`src/rtl/tone_guard_timer.sv`:
```
module tone_guard_timer #(
  parameter int CLK_PER_MS = 1000,
  parameter int SHORT_MS   = 20,
  parameter int MID_MS     = 30,
  parameter int LONG_MS    = 40,
  parameter int PULSE_MS   = 2
) (
  input  logic       clk,
  input  logic       rst_n,
  input  logic [2:0] mode_i,
  input  logic [1:0] guard_i,
  input  logic       tone_vld_i,
  input  logic [3:0] tone_code_i,
  output logic       td_n_o,
  output logic       dv_n_o,
  output logic [3:0] code_o
);

  localparam int PW  = $clog2(CLK_PER_MS + 1);
  localparam int MW  = $clog2(LONG_MS + 2);
  localparam int PC  = PULSE_MS * CLK_PER_MS;
  localparam int PCW = $clog2(PC + 1);
  localparam logic [MW-1:0] MS_MAX = {MW{1'b1}};

  typedef enum logic [1:0] {IDLE, ON_WAIT, HELD, OFF_WAIT} st_t;

  st_t           st;
  logic          prev_vld;
  logic [3:0]    prev_code;
  logic [PW-1:0] presc;
  logic [MW-1:0] ms_cnt;
  logic [PCW-1:0] pls_cnt;
  logic          td_q;

  wire active  = (mode_i == 3'd0);
  wire chg     = tone_vld_i && prev_vld && (tone_code_i != prev_code);
  wire event_s = (tone_vld_i != prev_vld) || chg;
  wire restart = !active || event_s || (st == IDLE);
  wire tick    = (presc == PW'(CLK_PER_MS - 1));

  logic [MW-1:0] on_ms, off_ms;
  always_comb begin
    case (guard_i)
      2'd2:    begin on_ms = MW'(MID_MS);   off_ms = MW'(MID_MS);   end
      2'd3:    begin on_ms = MW'(LONG_MS);  off_ms = MW'(SHORT_MS); end
      default: begin on_ms = MW'(SHORT_MS); off_ms = MW'(SHORT_MS); end
    endcase
  end

  always_ff @(posedge clk or negedge rst_n) begin
    if (!rst_n) begin
      prev_vld  <= 1'b0;
      prev_code <= 4'd0;
    end else begin
      prev_vld  <= tone_vld_i;
      prev_code <= tone_code_i;
    end
  end

  always_ff @(posedge clk or negedge rst_n) begin
    if (!rst_n) begin
      presc  <= '0;
      ms_cnt <= '0;
    end else if (restart) begin
      presc  <= '0;
      ms_cnt <= '0;
    end else if (tick) begin
      presc  <= '0;
      if (ms_cnt != MS_MAX) ms_cnt <= ms_cnt + 1'b1;
    end else begin
      presc  <= presc + 1'b1;
    end
  end

  always_ff @(posedge clk or negedge rst_n) begin
    if (!rst_n) begin
      st     <= IDLE;
      code_o <= 4'd0;
    end else if (!active) begin
      st <= IDLE;
    end else begin
      case (st)
        IDLE:     if (tone_vld_i) st <= ON_WAIT;
        ON_WAIT:  if (!tone_vld_i) st <= IDLE;
                  else if (!chg && ms_cnt == on_ms) begin
                    st     <= HELD;
                    code_o <= tone_code_i;
                  end
        HELD:     if (!tone_vld_i) st <= OFF_WAIT;
                  else if (tone_code_i != code_o) st <= ON_WAIT;
        OFF_WAIT: if (tone_vld_i) st <= (tone_code_i == code_o) ? HELD : ON_WAIT;
                  else if (ms_cnt == off_ms) st <= IDLE;
        default:  st <= IDLE;
      endcase
    end
  end

  always_ff @(posedge clk or negedge rst_n) begin
    if (!rst_n) begin
      pls_cnt <= '0;
      td_q    <= 1'b1;
    end else begin
      if (!active || !tone_vld_i) pls_cnt <= '0;
      else if (chg)               pls_cnt <= PCW'(PC);
      else if (pls_cnt != 0)      pls_cnt <= pls_cnt - 1'b1;
      td_q <= !(active && tone_vld_i) || chg || (pls_cnt > 1);
    end
  end

  assign td_n_o = td_q;
  assign dv_n_o = !(st == HELD || st == OFF_WAIT);

  assert_idle_mode_R9: assert property (@(posedge clk) disable iff (!rst_n)
    (mode_i != 3'd0) |=> (td_n_o && dv_n_o));

  assert_td_needs_tone_R1: assert property (@(posedge clk) disable iff (!rst_n)
    !td_n_o |-> $past(tone_vld_i));

  assert_dv_fall_with_tone_R3: assert property (@(posedge clk) disable iff (!rst_n)
    $fell(dv_n_o) |-> $past(tone_vld_i));

  assert_code_held_R8: assert property (@(posedge clk) disable iff (!rst_n)
    (!$fell(dv_n_o) && !(dv_n_o && !$past(dv_n_o))) |-> $stable(code_o));

  assert_change_pulse_R2: assert property (@(posedge clk) disable iff (!rst_n)
    (active && tone_vld_i && prev_vld && tone_code_i != prev_code) |=> td_n_o);

endmodule

```
`config.mk`:
```
export PLATFORM = sky130hd
export DESIGN_NAME = tone_guard_timer
export DESIGN_NICKNAME = d
export VERILOG_FILES = /design/src/rtl/tone_guard_timer.sv
export SDC_FILE = /design/constraint.sdc
export NUM_CORES = 1
export LEC_CHECK = 0
export BUFFER_PORTS_ARGS = -buffer_cell sky130_fd_sc_hd__buf_2
export CELL_PAD_IN_SITES_DETAIL_PLACEMENT = 0
export CELL_PAD_IN_SITES_GLOBAL_PLACEMENT = 1
export CORE_ASPECT_RATIO = 0.8
export CORE_MARGIN = 10
export CORE_UTILIZATION = 49
export CTS_CLUSTER_DIAMETER = 30
export DETAILED_ROUTE_END_ITERATION = 10
export PLACE_DENSITY_LB_ADDON = 0.1
export REMOVE_ABC_BUFFERS = 1
export SLEW_MARGIN = 20
export SYNTH_ARGS = -nofsm -noshare
export SYNTH_HDL_FRONTEND = slang
export SYNTH_SLANG_ARGS = --single-unit
export TNS_END_PERCENT = 10
```
`constraint.sdc`:
```
create_clock -name clk -period 3.4 [get_ports clk]
set_clock_uncertainty 0.05 [all_clocks]
set_input_delay 0.68 -clock clk [delete_from_list [all_inputs] [get_ports clk]]
set_output_delay 0.68 -clock clk [all_outputs]
set_load 0.02 [all_outputs]
```
==> results.yml <==
drt:
  post-route-drc-count: 0
  drt-pass1-iter-count: 4
  final_antenna_net_count: 0
  wl_per_cell_microns: 13.9
  post_drt_via_cell_ratio: 5.38
  drt-initial-drc-count: 56
  wirelength_microns: 4000
  dr_total_vias: 1550
clock_tree:
  cts_buffers: 5
  clk_pin_slew_ns: 0.07
  clockBufferDepth: 2
  cts_resized: 0
  postCtsHoldBufs: 0
  ctsHtreeMaxLevel: 2
  cts-root-buf: "clkbuf_8"
  insertion_delay_ns: 0.29
  cts.sinks: 39
  post_cts_buffers: 0
  cts_tree: "built"
yosys:
  yosysTopAreaCell: "dfrtp_1"
  synth_top_area_frac: 0.456
  synth_area_sq_um: 2090
  yosysMostFrequentCell: "dfrtp_1"
  synth_cell_type_count: 40
  async_reset_ff_frac: 1.00
  synth_common_cells: "38 x dfrtp_1, 29 x nor2_1, 22 x xor2_1, 15 x nand2_1, 11 x nand3_1"
  synth_warnings: 0
  synth_area_leaders: "dfrtp_1 46%, xor2_1 9.2%, nor2_1 5.2%, ha_1 3.6%, mux2_2 3.2%"
  synth.ff_latch_count: 39
  synthCells: 210
  seq_area_frac_synth: 0.469
  synth_edf_count: 0
  synthFlopType: "dfrtp_1"
  synth.avg_cell_area_sq_um: 9.93
critical_path:
  required_ns: 3.52
  critPathLaunchType: "input port"
  crit_type: "in -> reg"
  crit_fanout: 9
  arrival_ns: 2.41
  end_kind: "register"
timing:
  fmax_mhz: 437
  rsz0062_at_grt: "no"
  slew_violations: 0
  worst_pin_slew_ns: 0.870
  period_needed_ns: 2.29
  min_period_over_period: 0.672
  finalHoldViolCount: 0
  setup_violations: 0
  timing.hold.ws_ns: 0.426
  setup_tns_ns: 0
  max_slew_margin: 0.420
placement:
  gp_congestion: 0.780
  hpwl_microns: 2920
  placed_area_sq_um: 2230
  port_buffers: 17
floorplan:
  start_util: 0.502
  fp.dieH_microns: 78.4
  pin_count: 18
  die_x_microns: 92.9
  rows: 21
  die_area_sq_um: 7280
  coreArea_sq_um: 4150
global_routing:
  antenna_found_initial: 0
  grt.total_usage: 0.114
  grt_pass1_wl_microns: 6820
  overflow: 0
  grt_pass1_vias: 1508
  grt_max_degree: 40
outcome:
  status: "finished, final reports clean"
pwr:
  ir_drop_v: 0.000254
  p_total_uw: 896
  power_leakage_nw: 1.04
  p_per_area_nw_per_um2: 385
flow_run:
  cap_violations: 0
cells_and_area:
  fin_area_sq_um: 2330
  drive_gt1_frac: 0.147
  fin_util: 0.560
  area_delta_synth_final_pct: 11.5
  nNetsFinal: 248
  diodes: 0
worst_hold_path:
  hold_path.class: "reg -> reg"
-- through the flow --
stage / cells / worst slack, ns
after floorplan: 206 / 1.09
after global placement: 280 / 0.883
after detailed placement: 280 / 0.789
after CTS: 288 / 1.12
after global routing: 288 / 0.950
final: 288 / 1.11
-- cell type report --
cell class | count | area, sq um
fillers | 390 | 1830
clock buffers | 8 | 100
flip-flops and latches | 39 | 977
repair buffers | 17 | 85.1
well taps | 57 | 71.3
multi-input cells | 161 | 1070
inverters | 6 | 22.5
-- cells by family after synthesis --
| kind of cell | share of synthesized area |
|---|---|
| adders and majority gates | 0.0360 |
| muxes | 0.0372 |
| buffers and inverters | 0.0186 |
| and+or+nand+nor | 0.244 |
| AOI/OAI and AO/OA | 0.0744 |
| xor gates and xnor gates | 0.122 |
| DFF | 0.469 |
-- worst max-delay path: stages --
cell and delay [ns]:
buf_2 0.10, or4b_1 0.69, nor2b_1 0.24, and4b_1 0.33
mux2_2 0.36
-- flip-flops by register name, summed over array words and instances, names as in the netlist --
signal and flops:
pls_cnt 11, presc 10, ms_cnt 6, code_o 4, prev_code 4, st 2
prev_vld 1, td_n_o 1
-- placed cells by master (no fill, tap or decap), drive strengths merged, types with 6 or more instances in the layout --
| cell | Yosys | final |
|---|---|---|
| nand2 | 16 | 16 |
| xor2 | 22 | 22 |
| nor2b | 6 | 6 |
| buf | 1 | 17 |
| ha | 6 | 6 |
| inv | 6 | 6 |
| nor2 | 29 | 29 |
| xnor2 | 7 | 7 |
| nand3 | 11 | 11 |
| clkbuf | 3 | 8 |
| dfrtp | 38 | 38 |
| mux2 | 6 | 6 |
| a21oi | 9 | 9 |
-- report_power, final --
part	switching [mW]	internal [mW]
logic	0.0515	0.0307
clock network	0.154	0.185
registers	0.00476	0.470
total	0.210	0.686
-- layer usage --
metal | wire [microns] | vias to the layer above | GRT usage
met5 | 0 | - | 0
met4 | 48 | 0 | 0.0415
met3 | 159 | 7 | 0.0361
met2 | 1810 | 24 | 0.178
met1 | 1980 | 752 | 0.145
li1 | - | 767 | -
-- worst paths after layout --
| kind | start | endpoint | slack (ns) | cells after the start |
|---|---|---|---|---|
| worst max-delay path | mode_i[1] | code_o[0] | 1.11 | 5 |
| worst min register to register | presc[0] | presc[0] | 0.43 | 1 |
| worst min-delay path | presc[0] | presc[0] | 0.43 | 1 |
| min in group asynchronous | rst_n | code_o[3] | 0.45 | 1 |
| worst max register to register | pls_cnt[6] | pls_cnt[3] | 1.24 | 5 |
| max in group asynchronous | rst_n | ms_cnt[0] | 2.30 | 1 |
No activity file was read; power rests on OpenSTA's default activity.
